`src/rtl/ahr_pkg.sv`:
```
// Shared types for the result holding register.
// Assumes: nothing beyond a single clock domain.
package ahr_pkg;

    // What the holding register loads on the next edge.
    typedef enum logic [1:0] {
        LD_NONE = 2'd0,
        LD_NEW  = 2'd1,
        LD_PEND = 2'd2
    } ld_sel_e;

endpackage

```
`src/rtl/ahr_lock_ctrl.sv`:
```
// Lock and release sequencing for the paired-byte read.
// It decides when the holding register loads, when an arrival is parked,
// and tracks the lock and pending flags.
// Assumes: rd_lo and rd_hi are never high in the same cycle.
module ahr_lock_ctrl
    import ahr_pkg::*;
(
    input  logic    clk,
    input  logic    rst_n,
    input  logic    res_valid,
    input  logic    rd_lo,
    input  logic    rd_hi,
    output ld_sel_e ld_sel,
    output logic    park,
    output logic    locked
);

    logic pend_v;
    logic release_now;

    // A high-byte read that ends a locked window.
    assign release_now = locked & rd_hi & ~rd_lo;

    // Choose the source for the holding register and whether to park.
    always_comb begin
        ld_sel = LD_NONE;
        park   = 1'b0;
        if (res_valid && !rd_lo && (!locked || release_now)) begin
            ld_sel = LD_NEW;
        end else if (release_now && pend_v) begin
            ld_sel = LD_PEND;
        end
        if (res_valid && (rd_lo || (locked && !release_now))) begin
            park = 1'b1;
        end
    end

    // Lock flag: set by a low read, cleared by a high read.
    always_ff @(posedge clk) begin
        if (!rst_n) begin
            locked <= 1'b0;
        end else if (rd_lo) begin
            locked <= 1'b1;
        end else if (rd_hi) begin
            locked <= 1'b0;
        end
    end

    // Pending flag: set on park, dropped when the lock is released.
    always_ff @(posedge clk) begin
        if (!rst_n) begin
            pend_v <= 1'b0;
        end else if (park) begin
            pend_v <= 1'b1;
        end else if (release_now) begin
            pend_v <= 1'b0;
        end
    end

endmodule

```
`src/rtl/ahr_store.sv`:
```
// Storage for the held result and the one-deep pending slot.
// Assumes: ld_sel and park come from ahr_lock_ctrl.
module ahr_store
    import ahr_pkg::*;
#(
    parameter int RES_W = 10
) (
    input  logic             clk,
    input  logic             rst_n,
    input  logic [RES_W-1:0] res_data,
    input  ld_sel_e          ld_sel,
    input  logic             park,
    output logic [RES_W-1:0] hold
);

    logic [RES_W-1:0] pend_q;

    // Holding register: loads a fresh or a parked result.
    always_ff @(posedge clk) begin
        if (!rst_n) begin
            hold <= '0;
        end else begin
            unique case (ld_sel)
                LD_NEW:  hold <= res_data;
                LD_PEND: hold <= pend_q;
                default: hold <= hold;
            endcase
        end
    end

    // Pending slot: the latest arrival during a lock overwrites it.
    always_ff @(posedge clk) begin
        if (!rst_n) begin
            pend_q <= '0;
        end else if (park) begin
            pend_q <= res_data;
        end
    end

endmodule

```
`src/rtl/ahr_justify.sv`:
```
// Read-time justification and byte selection.
// Assumes: BYTE_W < RES_W <= 2*BYTE_W; at most one read strobe at a time.
module ahr_justify #(
    parameter int RES_W  = 10,
    parameter int BYTE_W = 8
) (
    input  logic [RES_W-1:0]  hold,
    input  logic              just_left,
    input  logic              rd_lo,
    input  logic              rd_hi,
    output logic [BYTE_W-1:0] rd_data
);

    localparam int WORD_W = 2 * BYTE_W;
    localparam int PAD    = WORD_W - RES_W;

    logic [WORD_W-1:0] word_r;
    logic [WORD_W-1:0] word_l;
    logic [WORD_W-1:0] word;

    // Build the two justified views of the held result.
    generate
        if (PAD > 0) begin : g_pad
            assign word_r = {{PAD{1'b0}}, hold};
            assign word_l = {hold, {PAD{1'b0}}};
        end else begin : g_nopad
            assign word_r = hold;
            assign word_l = hold;
        end
    endgenerate

    assign word = just_left ? word_l : word_r;

    // Return the addressed byte, zero when idle.
    always_comb begin
        if (rd_lo) begin
            rd_data = word[BYTE_W-1:0];
        end else if (rd_hi) begin
            rd_data = word[WORD_W-1:BYTE_W];
        end else begin
            rd_data = '0;
        end
    end

endmodule

```
`src/rtl/adc_result_hold.sv`:
```
// Conversion result holding register with a low-then-high read lock.
// Connects sequencing, storage and read-time justification.
// Assumes: synchronous active-low reset; rd_lo and rd_hi exclusive.
module adc_result_hold
    import ahr_pkg::*;
#(
    parameter int RES_W  = 10,
    parameter int BYTE_W = 8
) (
    input  logic              clk,
    input  logic              rst_n,
    input  logic [RES_W-1:0]  res_data,
    input  logic              res_valid,
    input  logic              just_left,
    input  logic              rd_lo,
    input  logic              rd_hi,
    output logic [BYTE_W-1:0] rd_data
);

    ld_sel_e          ld_sel;
    logic             park;
    logic             lock_q;
    logic [RES_W-1:0] hold_q;

    ahr_lock_ctrl u_ctrl (
        .clk       (clk),
        .rst_n     (rst_n),
        .res_valid (res_valid),
        .rd_lo     (rd_lo),
        .rd_hi     (rd_hi),
        .ld_sel    (ld_sel),
        .park      (park),
        .locked    (lock_q)
    );

    ahr_store #(.RES_W(RES_W)) u_store (
        .clk      (clk),
        .rst_n    (rst_n),
        .res_data (res_data),
        .ld_sel   (ld_sel),
        .park     (park),
        .hold     (hold_q)
    );

    ahr_justify #(.RES_W(RES_W), .BYTE_W(BYTE_W)) u_just (
        .hold      (hold_q),
        .just_left (just_left),
        .rd_lo     (rd_lo),
        .rd_hi     (rd_hi),
        .rd_data   (rd_data)
    );

endmodule

```
`config.mk`:
```
export PLATFORM = sky130hd
export DESIGN_NAME = adc_result_hold
export DESIGN_NICKNAME = d
export VERILOG_FILES = /design/src/rtl/ahr_pkg.sv /design/src/rtl/ahr_lock_ctrl.sv /design/src/rtl/ahr_store.sv /design/src/rtl/ahr_justify.sv /design/src/rtl/adc_result_hold.sv
export SDC_FILE = /design/constraint.sdc
export NUM_CORES = 1
export LEC_CHECK = 0
export ABC_AREA = 1
export BUFFER_PORTS_ARGS = -buffer_cell sky130_fd_sc_hd__buf_2
export CAP_MARGIN = 0
export CORE_MARGIN = 8
export CORE_UTILIZATION = 33
export CTS_CLUSTER_DIAMETER = 200
export DETAILED_ROUTE_END_ITERATION = 16
export PLACE_DENSITY = 0.63
export SLEW_MARGIN = 10
export SYNTH_ARGS = -nofsm -noshare
export SYNTH_HDL_FRONTEND = slang
export SYNTH_SLANG_ARGS = --single-unit
```
`constraint.sdc`:
```
create_clock -name clk -period 1.54 [get_ports clk]
set_clock_uncertainty 0.1 [all_clocks]
set_input_delay 0.077 -clock clk [delete_from_list [all_inputs] [get_ports clk]]
set_output_delay 0.077 -clock clk [all_outputs]
set_load 0.1 [all_outputs]
```
==> flow_metrics.py <==
metrics = {
    "power_and_ir_drop": {
        "power.internal_uw": 986.3,
        "p_sw_share_pct": 29.10,
        "ir_worst_vdd_mv": 0.7008,
        "power_switching_uw": 404.8,
        "p_clk_share_pct": 32.2,
        "power_frac_comb_pct": 23.2,
        "power.total_mw": 1.391,
        "powerDensity_mw_per_mm2": 812.8,
        "seq_power_share_pct": 44.6,
        "cellLeakagePower_nw": 0.7409,
    },
    "synthesis": {
        "yosysSeqAreaShare_pct": 37.57,
        "synth_cells": 167,
        "netlist.area_leader.share_pct": 37.57,
        "synthTopCellsByArea": "dfxtp_1 (38%), nand3_1 (23%), nand2_1 (8.0%)",
        "synth_top_cell_by_area": "dfxtp_1",
        "syn_nets": 183,
        "yosysMostFrequentCell": "nand3_1",
        "synth_flop_cell": "dfxtp_1",
        "avgSynthCellArea_um2": 7.020,
        "ys_warn_count": 0,
        "synth.cell_area_mm2": 0.001172,
        "synthTopCellsByCount": "nand3_1 (54), nand2_1 (25), dfxtp_1 (22)",
        "synth-seq-cells": 22,
        "synth_edf_count": 0,
        "ys_async_sr_fraction_pct": 0,
        "ys_types": 18,
    },
    "routing": {
        "vias_per_cell": 5.000,
        "wl_um": 3105,
        "ant_nets": 0,
        "drt_first_pass_iters": 4,
        "drt-initial-drc-count": 56,
        "wl_per_cell_um": 12.62,
        "vias": 1230,
        "drcViolationCount": 0,
    },
    "placement": {
        "place_area_mm2": 0.001525,
        "post-place-ws_ns": 0.1458,
        "gp_routability_congestion": 0.8052,
        "dpl.hpwl_um": 2266,
        "placed_cells": 231,
        "portBuffers": 23,
    },
    "run_status": {
        "status": "finished clean",
    },
    "global_routing": {
        "use_met3_pct": 2.763,
        "grt_pass1_vias": 1209,
        "top_usage_layer": "met2",
        "grt_usage_pct": 12.09,
        "use_met1_pct": 14.68,
        "grt_overflow": 0,
        "grt_pass1_wl_um": 5416,
        "antenna_found_initial": 0,
        "grt_max_degree": 21,
        "met2_usage_pct": 20.33,
    },
    "floorplan": {
        "fp.dieH_um": 75.61,
        "core_mm2": 0.003363,
        "rows": 21,
        "ios": 24,
        "initial_core_util_pct": 34.86,
        "die-area_mm2": 0.005716,
        "die_w_um": 75.61,
    },
    "hold_path": {
        "hold_path_end": "u_store.pend_q[0]",
        "min_from": "res_valid",
        "hp-class": "input port to register",
        "hold_path_depth": 4,
    },
    "finish": {
        "drive_gt1_share_pct": 25.50,
        "nets": 217,
        "final_core_util_pct": 50.89,
        "fin_cells": 246,
        "area_delta_synth_final_pct": 46.00,
        "n_antenna_cell": 0,
        "design_area_mm2": 0.001712,
    },
    "critical_path": {
        "crit_path_max_fanout": 3,
        "required_ns": 1.36,
        "critical_path_class": "register to output pin",
        "reg2reg_from": "u_ctrl.locked",
        "critPathCaptureType": "output pin",
        "start_kind": "register",
        "cp_data_arrival_time_ns": 1.33,
        "worst_r2r_endpoint": "u_store.pend_q[8]",
        "r2r_slack_ns": 0.18,
        "r2r_cells": 5,
    },
    "cts": {
        "ctsRootBufferMaster": "clkbuf_4",
        "cts.sinks": 22,
        "cts_inserted_buffers": 3,
        "cts_tree": "done",
        "cts.path.max_buffers": 2,
        "worst_skew_pair.late_latency_ns": 0.31,
        "clk_pin_slew_ns": 0.13,
        "post_cts_buffers": 0,
        "htreeDepth": 1,
    },
    "sta": {
        "slew_viol_final": 0,
        "setup_viol": 0,
        "holdWs_ns": 0.1081,
        "period_share_pct": 98.07,
        "setup_total_negative_slack_ns": 0,
        "tightest_slew_ns": 0.4264,
        "max_clock_freq_ghz": 0.6621,
        "slew_headroom_pct": 71.50,
        "post-route-min-period_ns": 1.510,
        "hold_violations": 0,
        "layout_setup_ws_ns": 0.02972,
    },
    "flow_run": {
        "cap_violations": 0,
    },
}
## timing repair
item	4_1_cts	5_1_grt
hold buffers	11	0
resized for setup	0	8
setup endpoints to repair	0	5
endpoints found under the hold margin	20	0
## per-layer routing
layer  part of all wire, %  wire, um
met1                    46      1428
met3                   6.3       196
met2                    47      1447
met5                     0         0
met4                   1.0        32
## sequential cells by signal (all words and copies together), names as in the netlist
name	cells
u_store.hold	10
u_store.pend_q	10
u_ctrl.locked	1
u_ctrl.pend_v	1
## power groups by stage
| stage | logic, mW | clock network, mW | registers [mW] |
|---|---|---|---|
| final | 0.322 | 0.448 | 0.621 |
| after floorplan | 0.214 | 0 | 0.627 |
| after global routing | 0.351 | 0.481 | 0.625 |
| after CTS | 0.317 | 0.458 | 0.620 |
| after global placement | 0.294 | 0 | 0.632 |
| after detailed placement | 0.296 | 0 | 0.633 |
## logic make-up after synthesis
logic type | after synthesis | synth area share [%]
flip-flops | 22 | 37.57
AO/OA/AOI/OAI | 25 | 11.85
buffers and inverters | 32 | 13.55
AND/OR/NAND/NOR | 88 | 37.03
## worst max-delay path, cell delays in order (launching register included)
cell and delay (ns):
dfxtp_1 0.36, o21ai_0 0.32, o32ai_4 0.15, buf_12 0.19
## area by class of cell
type / count / area (um^2)
Timing Repair Buffer: 39 / 382.9
Fill cell: 348 / 1652
Sequential cell: 22 / 444.2
Multi-Input combinational cell: 113 / 689.4
Tap cell: 46 / 57.56
Inverter: 22 / 85.08
Clock inverter: 1 / 30.03
Clock buffer: 3 / 22.52
## layout by cell type (no fill, tap or decap), drive strengths merged
master,netlist,layout
nor2,4,4
dfxtp,22,22
o31ai,1,1
o21ai,8,8
a21oi,13,13
inv,22,22
dlygate4sd3,0,11
bufinv,0,1
clkbuf,3,3
o32ai,3,3
nand3,54,54
buf,7,28
nand2,29,29
nand4,1,1
## worst max-delay path by stage
stage / from / endpoint / slack (ns) / cells past startpoint
after floorplan: u_store.hold[1] / rd_data[1] / -0.31 / 2
after global placement: rd_lo / rd_data[4] / 0.17 / 7
after detailed placement: rd_lo / rd_data[6] / 0.15 / 7
after CTS: u_store.hold[6] / rd_data[6] / 0.02 / 5
after global routing: u_store.hold[3] / rd_data[1] / -0.04 / 3
final: u_store.hold[3] / rd_data[1] / 0.03 / 3
(Power assumes the default switching activity.)
